**src/rtl/env_pkg.sv**
```systemverilog
package env_pkg;
    localparam int LVL_W = 5;
    localparam logic [LVL_W-1:0] LVL_MAX = '1;

    typedef struct packed {
        logic cont;
        logic attack;
        logic alt;
        logic hold;
    } shape_t;

    typedef struct packed {
        logic [LVL_W-1:0] step;
        logic [LVL_W-1:0] mask;
        logic             holding;
    } seq_t;
endpackage

```
**src/rtl/env_period_timer.sv**
```systemverilog
module env_period_timer #(
    parameter int DATA_W = 8
) (
    input  logic              clk,
    input  logic              rst_n,
    input  logic              tick,
    input  logic              restart,
    input  logic              fine_we,
    input  logic              coarse_we,
    input  logic [DATA_W-1:0] wr_data,
    output logic              expire
);
    localparam int PER_W = 2 * DATA_W;
    localparam int CNT_W = PER_W + 1;

    typedef struct packed {
        logic [PER_W-1:0] per;
        logic [CNT_W-1:0] cnt;
    } tmr_t;

    tmr_t cur_q, nxt_d;
    logic [CNT_W-1:0] limit;
    logic [CNT_W-1:0] cnt_inc;

    always_comb begin
        nxt_d   = cur_q;
        limit   = (cur_q.per == '0) ? CNT_W'(1) : {cur_q.per, 1'b0};
        cnt_inc = cur_q.cnt + CNT_W'(1);
        expire  = tick && !restart && (cnt_inc >= limit);
        if (restart) begin
            nxt_d.cnt = '0;
        end else if (tick) begin
            nxt_d.cnt = expire ? '0 : cnt_inc;
        end
        if (fine_we)   nxt_d.per[DATA_W-1:0]     = wr_data;
        if (coarse_we) nxt_d.per[PER_W-1:DATA_W] = wr_data;
    end

    always_ff @(posedge clk) begin
        if (!rst_n) cur_q <= '0;
        else        cur_q <= nxt_d;
    end

    p_zero_period_fast_r2: assert property (@(posedge clk) disable iff (!rst_n)
        (cur_q.per == '0 && tick && !restart) |-> expire);
    p_restart_clears_r4: assert property (@(posedge clk) disable iff (!rst_n)
        restart |=> (cur_q.cnt == '0));
    p_idle_stable_r11: assert property (@(posedge clk) disable iff (!rst_n)
        (!tick && !restart) |=> $stable(cur_q.cnt));
endmodule

```
**src/rtl/env_shape_reg.sv**
```systemverilog
module env_shape_reg
    import env_pkg::*;
(
    input  logic       clk,
    input  logic       rst_n,
    input  logic       shape_we,
    input  logic [3:0] wr_shape,
    output logic       hold_eff,
    output logic       alt_eff,
    output logic       new_attack
);
    shape_t shape_q, shape_d;
    shape_t incoming;

    always_comb begin
        incoming   = shape_t'(wr_shape);
        shape_d    = shape_we ? incoming : shape_q;
        new_attack = incoming.attack;
        if (shape_q.cont) begin
            hold_eff = shape_q.hold;
            alt_eff  = shape_q.alt;
        end else begin
            hold_eff = 1'b1;
            alt_eff  = shape_q.attack;
        end
    end

    always_ff @(posedge clk) begin
        if (!rst_n) shape_q <= '0;
        else        shape_q <= shape_d;
    end

    p_remap_no_continue_r8: assert property (@(posedge clk) disable iff (!rst_n)
        (shape_we && !wr_shape[3]) |=> (hold_eff && (alt_eff == $past(wr_shape[2]))));
endmodule

```
**src/rtl/env_step_seq.sv**
```systemverilog
module env_step_seq
    import env_pkg::*;
(
    input  logic             clk,
    input  logic             rst_n,
    input  logic             restart,
    input  logic             init_attack,
    input  logic             advance,
    input  logic             hold_eff,
    input  logic             alt_eff,
    output logic [LVL_W-1:0] level_o
);
    seq_t cur_q, nxt_d;

    always_comb begin
        nxt_d = cur_q;
        if (restart) begin
            nxt_d.step    = LVL_MAX;
            nxt_d.mask    = init_attack ? LVL_MAX : '0;
            nxt_d.holding = 1'b0;
        end else if (advance && !cur_q.holding) begin
            if (cur_q.step != '0) begin
                nxt_d.step = cur_q.step - 1'b1;
            end else if (hold_eff) begin
                nxt_d.holding = 1'b1;
                if (alt_eff) nxt_d.mask = ~cur_q.mask;
            end else begin
                nxt_d.step = LVL_MAX;
                if (alt_eff) nxt_d.mask = ~cur_q.mask;
            end
        end
        level_o = cur_q.step ^ cur_q.mask;
    end

    always_ff @(posedge clk) begin
        if (!rst_n) begin
            cur_q.step    <= LVL_MAX;
            cur_q.mask    <= '0;
            cur_q.holding <= 1'b0;
        end else begin
            cur_q <= nxt_d;
        end
    end

    p_restart_top_r4: assert property (@(posedge clk) disable iff (!rst_n)
        restart |=> (cur_q.step == LVL_MAX && !cur_q.holding));
    p_decrement_r5: assert property (@(posedge clk) disable iff (!rst_n)
        (advance && !restart && !cur_q.holding && cur_q.step != '0)
        |=> (cur_q.step == $past(cur_q.step) - 1'b1));
    p_hold_frozen_r6: assert property (@(posedge clk) disable iff (!rst_n)
        (cur_q.holding && !restart) |=> $stable(level_o));
    p_reload_r7: assert property (@(posedge clk) disable iff (!rst_n)
        (advance && !restart && !cur_q.holding && cur_q.step == '0 && !hold_eff)
        |=> (cur_q.step == LVL_MAX));
endmodule

```
**src/rtl/env_gen.sv**
```systemverilog
module env_gen
    import env_pkg::*;
#(
    parameter int DATA_W = 8
) (
    input  logic              clk,
    input  logic              rst_n,
    input  logic              tick,
    input  logic              fine_we,
    input  logic              coarse_we,
    input  logic              shape_we,
    input  logic [DATA_W-1:0] wr_data,
    output logic [LVL_W-1:0]  level
);
    logic expire;
    logic hold_eff;
    logic alt_eff;
    logic new_attack;

    env_period_timer #(.DATA_W(DATA_W)) u_timer (
        .clk       (clk),
        .rst_n     (rst_n),
        .tick      (tick),
        .restart   (shape_we),
        .fine_we   (fine_we),
        .coarse_we (coarse_we),
        .wr_data   (wr_data),
        .expire    (expire)
    );

    env_shape_reg u_shape (
        .clk        (clk),
        .rst_n      (rst_n),
        .shape_we   (shape_we),
        .wr_shape   (wr_data[3:0]),
        .hold_eff   (hold_eff),
        .alt_eff    (alt_eff),
        .new_attack (new_attack)
    );

    env_step_seq u_seq (
        .clk         (clk),
        .rst_n       (rst_n),
        .restart     (shape_we),
        .init_attack (new_attack),
        .advance     (expire),
        .hold_eff    (hold_eff),
        .alt_eff     (alt_eff),
        .level_o     (level)
    );

    p_idle_level_r11: assert property (@(posedge clk) disable iff (!rst_n)
        (!tick && !shape_we) |=> $stable(level));
endmodule

```
**config.mk**
```make
export PLATFORM = sky130hd
export DESIGN_NAME = env_gen
export DESIGN_NICKNAME = d
export VERILOG_FILES = /design/src/rtl/env_pkg.sv /design/src/rtl/env_period_timer.sv /design/src/rtl/env_shape_reg.sv /design/src/rtl/env_step_seq.sv /design/src/rtl/env_gen.sv
export SDC_FILE = /design/constraint.sdc
export NUM_CORES = 1
export LEC_CHECK = 0
export BUFFER_PORTS_ARGS = -buffer_cell sky130_fd_sc_hd__buf_4
export CORE_MARGIN = 3
export CORE_UTILIZATION = 53
export DETAILED_ROUTE_END_ITERATION = 6
export PLACE_DENSITY_LB_ADDON = 0.25
export SLEW_MARGIN = 5
export SYNTH_ARGS = -nofsm -noshare
export SYNTH_HDL_FRONTEND = slang
export SYNTH_SLANG_ARGS = --single-unit
```
**constraint.sdc**
```tcl
create_clock -name clk -period 4.3 [get_ports clk]
set_clock_uncertainty 0.2 [all_clocks]
set_input_delay 0.215 -clock clk [delete_from_list [all_inputs] [get_ports clk]]
set_output_delay 0.215 -clock clk [all_outputs]
set_load 0.01 [all_outputs]
```
# ---- After elaboration in Yosys (flattened, before gate mapping)
# Cells that the tools add are included.
dict set report totals {
  regBits 48
  ramBits 0
  in_bits 14
  out_inout_bits 5
  latch_bits 0
  romBits 0
  n_memories 0
  elab_cells 44
}
dict set report op_classes {
  addsub 2
  order_cmp 1
  n_mux 12
  shifts 0
  div 0
  bitwise 4
  reduce_logical 13
  n_eq_ne 2
  n_mul 0
}
# op n
set op_table {}
lappend op_table {{17-bit 2-to-1 mux} 2}
lappend op_table {{5-bit 2-to-1 mux} 4}
lappend op_table {{6-bit 2-to-1 mux} 3}
lappend op_table {{17-bit by 1-bit adder with 17-bit output, second input constant} 1}
lappend op_table {{17-bit >= comparator} 1}
lappend op_table {{16-bit logical NOT} 1}
lappend op_table {{3-bit AND reduction} 2}
lappend op_table {{5-bit inverter} 1}
lappend op_table {{5-bit nonzero test} 1}
lappend op_table {{5-bit by 1-bit subtractor with 5-bit output, second input constant} 1}
lappend op_table {{5-bit bitwise XOR} 1}
lappend op_table {{2-bit nonzero test} 2}
lappend op_table {{1-bit logical AND} 3}
lappend op_table {{1-bit 2-to-1 mux} 3}
lappend op_table {{1-bit logical NOT} 2}
lappend op_table {{2-bit by 1-bit inequality test with 1-bit output, second input constant} 1}
lappend op_table {{2-bit inequality test, second input constant} 1}
lappend op_table {{1-bit inverter} 2}
lappend op_table {{2-bit AND reduction} 1}
lappend op_table {{2-bit OR reduction} 1}

# ---- Logic depth before layout (Yosys ltp)
dict set report depth {
  depth_word 7
  depth_mapped 16
  mapped_depth_nobuf 14
}

# ---- Modules after synthesis
# A second synthesis with hierarchy kept.
dict set report hier_totals {
  hier_cells 300
  area_unflattened_um2 2829.0
}
# mod instances area_each_um2 cells_each seq_area_each_um2
set by_module_without_submodules {}
lappend by_module_without_submodules {env_period_timer 1 2026.9 216 660.6}
lappend by_module_without_submodules {env_step_seq 1 620.6 68 220.2}
lappend by_module_without_submodules {env_shape_reg 1 181.4 16 80.1}

# ---- Worst setup path before layout
# OpenSTA, ideal clock, no wires.
dict set report synth_timing {
  path_kind {register to register}
  from {register u_timer.cur_q[0] (netlist name)}
  to {register u_seq.cur_q[9] (netlist name)}
  synth_period_minus_slack_ns 3.432
  required_time_ns 3.980
  path_stages_with_launch 14
  setup_time_ns 0.120
  setup_slack_ns 0.868
  arrival_time_ns 3.113
  path_buffers 0
  path_cell_list {dfxtp_1 > ha_1 > nand2_1 > nor2_1 > nand2_1 > xnor2_1 > ha_1 > and4_1 > nand2_1 > or4_4 > a2111oi_4 > nor2_2 > o41a_1 > a211o_1}
}
dict set report synth_via {
  elab_chain_len 5
}
# element line
set synth_rtl {}
lappend synth_rtl {{start, declared} env_period_timer.sv:21} ;# tmr_t cur_q, nxt_d;
lappend synth_rtl {{start signal, assigned} env_period_timer.sv:41} ;# else cur_q <= nxt_d;
lappend synth_rtl {{17-bit by 1-bit adder with 17-bit output} env_period_timer.sv:28} ;# cnt_inc = cur_q.cnt + CNT_W'(1);
lappend synth_rtl {{17-bit >= comparator} env_period_timer.sv:29} ;# expire = tick && !restart && (cnt_inc >= limit);
lappend synth_rtl {{1-bit logical AND} env_period_timer.sv:29}
lappend synth_rtl {{1-bit logical AND} env_step_seq.sv:21} ;# end else if (advance && !cur_q.holding) begin
lappend synth_rtl {{2-bit AND reduction (no source line)} --}
lappend synth_rtl {{end signal, assigned} env_step_seq.sv:41} ;# cur_q <= nxt_d;
lappend synth_rtl {{end, declared} env_step_seq.sv:13} ;# seq_t cur_q, nxt_d;
# No other way between the ends.
# A chain may end at the register's enable or synchronous reset.

# ---- Worst setup path after layout
# Same ends and word-level chain as after synthesis.

==> metrics.md <==
| Metric | Value |
|---|---|
| Layout cells sized above 1 | 0.110 |
| Hold_ws | 0.0132 ns |
| Final WS setup | 0.474 ns |
| Most used DFF post-synth | dfxtp_1 |
| Slew Limit Fails | 0 |
| Final Hold Vio Count | 0 |
| Crit Path Max Fanout | 7 |
| Die width | 78.9 um |
| Die area | 6230 sq um |
| Crit path time final | 3.83 ns |
| Cell family with most CP delay | simple AND/OR/NAND/NOR gates |
| Synth area leaders | dfxtp_1 34%, ha_1 8.4%, mux2i_1 7.8%, nor2b_1 6.4%, xor2_1 5.3% |
| Worst-Skew Late Latency | 0.30 ns |
| Area added between synthesis and finish | 13.2% |
| Max Cap Viol | 0 |
| DRT iter0 DRCs | 114 |
| Area leader, netlist | dfxtp_1 |
| RD Place Congestion | 0.816 |
| Synth Area in Compound Gates | 0.154 |
| Post_cts resized | 0 |
| Largest family of logic cells by synthesized area | simple AND/OR/NAND/NOR gates |
| First-pass GRT wire length | 10.5 mm |
| Initial antenna violation count | 0 |
| GRT Total Usage | 0.209 |
| Pin count of the biggest net entering global routing | 24 |
| Adder-cell share of the synthesized area | 0.0843 |
| Vias in the first global route | 2173 |
| Routed wire per std cell | 14.6 um |
| Final Setup Violations | 0 |
| HPWL after DPL | 4.55 mm |
| Post-route ant nets | 0 |
| Overflow after GRT | 0 |
| CP Cell Sequence | ha_1, nand2_1, nor2_1, nand2_1, xnor2_1, ha_1, and4_1, nand2_1, or4_4, a2111oi_4, nor2_2, o41a_1, a211o_1 |
| Mapped Cells | 321 |
| FMAX | 261 MHz |
| XOR/XNOR Fraction of Synth Area | 0.0776 |
| Peak supply drop | 0.237 mV |
| CTS tree | done |
| H-tree Lvls | 2 |
| DR WL met2 | 2.72 mm |
| Port buffer count | 18 |
| Clock root buffer | clkbuf_8 |
| Total Neg Setup Slack | 0 ns |
| Post-route DRC | 0 |
| Synthesized area | 2820 sq um |
| Status | complete, no violations |
| CTS clk-pin slew, worst paths | 0.09 ns |
| Vias | 2298 |
| First drt pass iteration count | 4 |
| CP Launch Type | flip-flop |
| Ys async rst share | 0 |
| RSZ-0062 raised after global routing | false |
| Post-Syn Nets | 354 |
| Mux cell area share after synthesis | 0.0781 |
| HP Class | input pin to flip-flop |
| Ys Warns | 0 |
| Pre-CTS WS | 0.486 ns |
| Worst Max-Slew Pin Slew | 0.598 ns |
| Antenna cells | 0 |
| EDFF count, synth | 0 |
| Row Count | 25 |
| Initial Utilization | 0.571 |
| Routed WL | 6.04 mm |
| Arr. time, crit path | 3.83 ns |
| Sequential area share after synthesis | 0.341 |
| Post-synth top area share | 0.341 |
| Met3 WL | 209 um |
| Post-CTS setup buffers | 0 |
| Top-count cell post-synth | dfxtp_1 |
| Synth cell types | 45 |
| Critical path class | flip-flop to flip-flop |
| Slew headroom | 0.600 |
| Power Density | 274 nW/um^2 |
| # IOs | 19 |
| Synth Area in Simple Gates | 0.220 |
| CP Data Required Time | 4.31 ns |
| Post-cts hold buffer count | 6 |
| # fillers | 427 |
| List of most frequent post-synthesis cells | 48 x dfxtp_1, 29 x nor2b_1, 22 x mux2i_1 |
| Routed vias/inst | 5.56 |
| Max Root-Sink Buffers | 2 |
| Tcrit/Tclk final | 0.890 |
| Fin nets | 378 |
| Die H | 78.9 um |
| Wl on met1 | 3.06 mm |
| Yosys reg bits | 48 |
| Slowest CP cell | or4_4 |
| CP peak stage delay | 0.53 ns |
| Most used cell, CP | nand2_1 |
| Pleak | 1.34 nW |
| CP Capture Type | flip-flop |
| Total core area | 4940 sq um |
| Total CTS buffers | 5 |
| Sink Count | 48 |
| Top Layer Used | met4 |
| Buffers and inverters on the worst path | 0 |
| Mapped Avg Cell Area | 8.79 sq um |
cell families (layout without fill, tap and decap cells):
logic type / after synthesis / in the layout
flops: 48 / 48
mux: 22 / 22
compound gates: 60 / 60
buf+inv: 34 / 59
simple gates: 113 / 113
xor+xnor: 25 / 25
fa+ha+maj: 19 / 19
per-layer routing:
metal / vias to the layer above / track usage
met5: - / 0
met4: 0 / 0.0515
met3: 4 / 0.0385
met2: 42 / 0.325
met1: 1078 / 0.301
li1: 1174 / -
final timing paths:
path,startpoint,slack [ns],end,cells after the start
setup / recovery,u_timer.cur_q[0]$_SDFFE_PP0P_,0.47,u_seq.cur_q[9]$_SDFFE_PP1P_,13
hold / removal,wr_data[3],0.01,u_timer.cur_q[20]$_SDFFE_PN0P_,3
hold reg to reg,u_seq.cur_q[0]$_SDFFE_PP0P_,0.28,u_seq.cur_q[0]$_SDFFE_PP0P_,2
setup reg to reg,u_timer.cur_q[0]$_SDFFE_PP0P_,0.47,u_seq.cur_q[9]$_SDFFE_PP1P_,13
flip-flops by register name (all words and copies together), names as in the netlist:
register and flops:
u_seq.cur_q 11, u_shape.shape_q 4, u_timer.cur_q 33
layout make-up:
cell class | count | area (sq um) | area share
multi-input cells | 239 | 1730 | 0.542
well taps | 67 | 83.8 | 0.0263
clock inverters | 2 | 15.0 | 0.00470
flip-flops and latches | 48 | 961 | 0.301
inverters | 21 | 78.8 | 0.0247
repair buffers | 30 | 240 | 0.0753
clock buffers | 6 | 82.6 | 0.0259
power breakdown:
part | internal, mW | leakage, nW | switching, mW
registers | 0.459 | 0.392 | 0.0124
logic | 0.0563 | 0.909 | 0.0586
clock network | 0.130 | 0.0434 | 0.157
total | 0.646 | 1.34 | 0.228
tightest hold or removal path, stage by stage:
cell     delay, ns
buf_4         0.11
mux2i_1       0.07
nor2b_1       0.09
stage by stage:
stage                     instance area, sq um   util  cells  power [mW]
after floorplan                           2820      -    321       0.556
final                                     3190  0.646    413       0.874
after CTS                                 3190  0.646    413       0.881
after detailed placement                  3030  0.614    399       0.592
after global routing                      3190  0.646    413       0.916
after global placement                    3030  0.614    399       0.590
cell usage in the layout (no fill, tap or decap), types with 2 or more instances in the layout:
cell / instances
nand3_1: 12
and4_1: 4
xor2_1: 17
dlygate4sd3_1: 6
o31ai_1: 6
and2_1: 2
nand2b_1: 11
clkbuf_8: 6
o21ai_0: 5
o211ai_1: 3
nand2_1: 18
a21oi_1: 19
nor3_1: 5
xnor2_1: 8
a31o_2: 3
buf_4: 24
ha_1: 19
nor2b_1: 29
clkinvlp_4: 2
and3_1: 4
nor2_1: 17
dfxtp_1: 48
nor4_1: 4
a22o_1: 9
inv_1: 21
o21a_1: 3
mux2i_1: 22
Note: power is estimated with default switching activity, not from simulation.
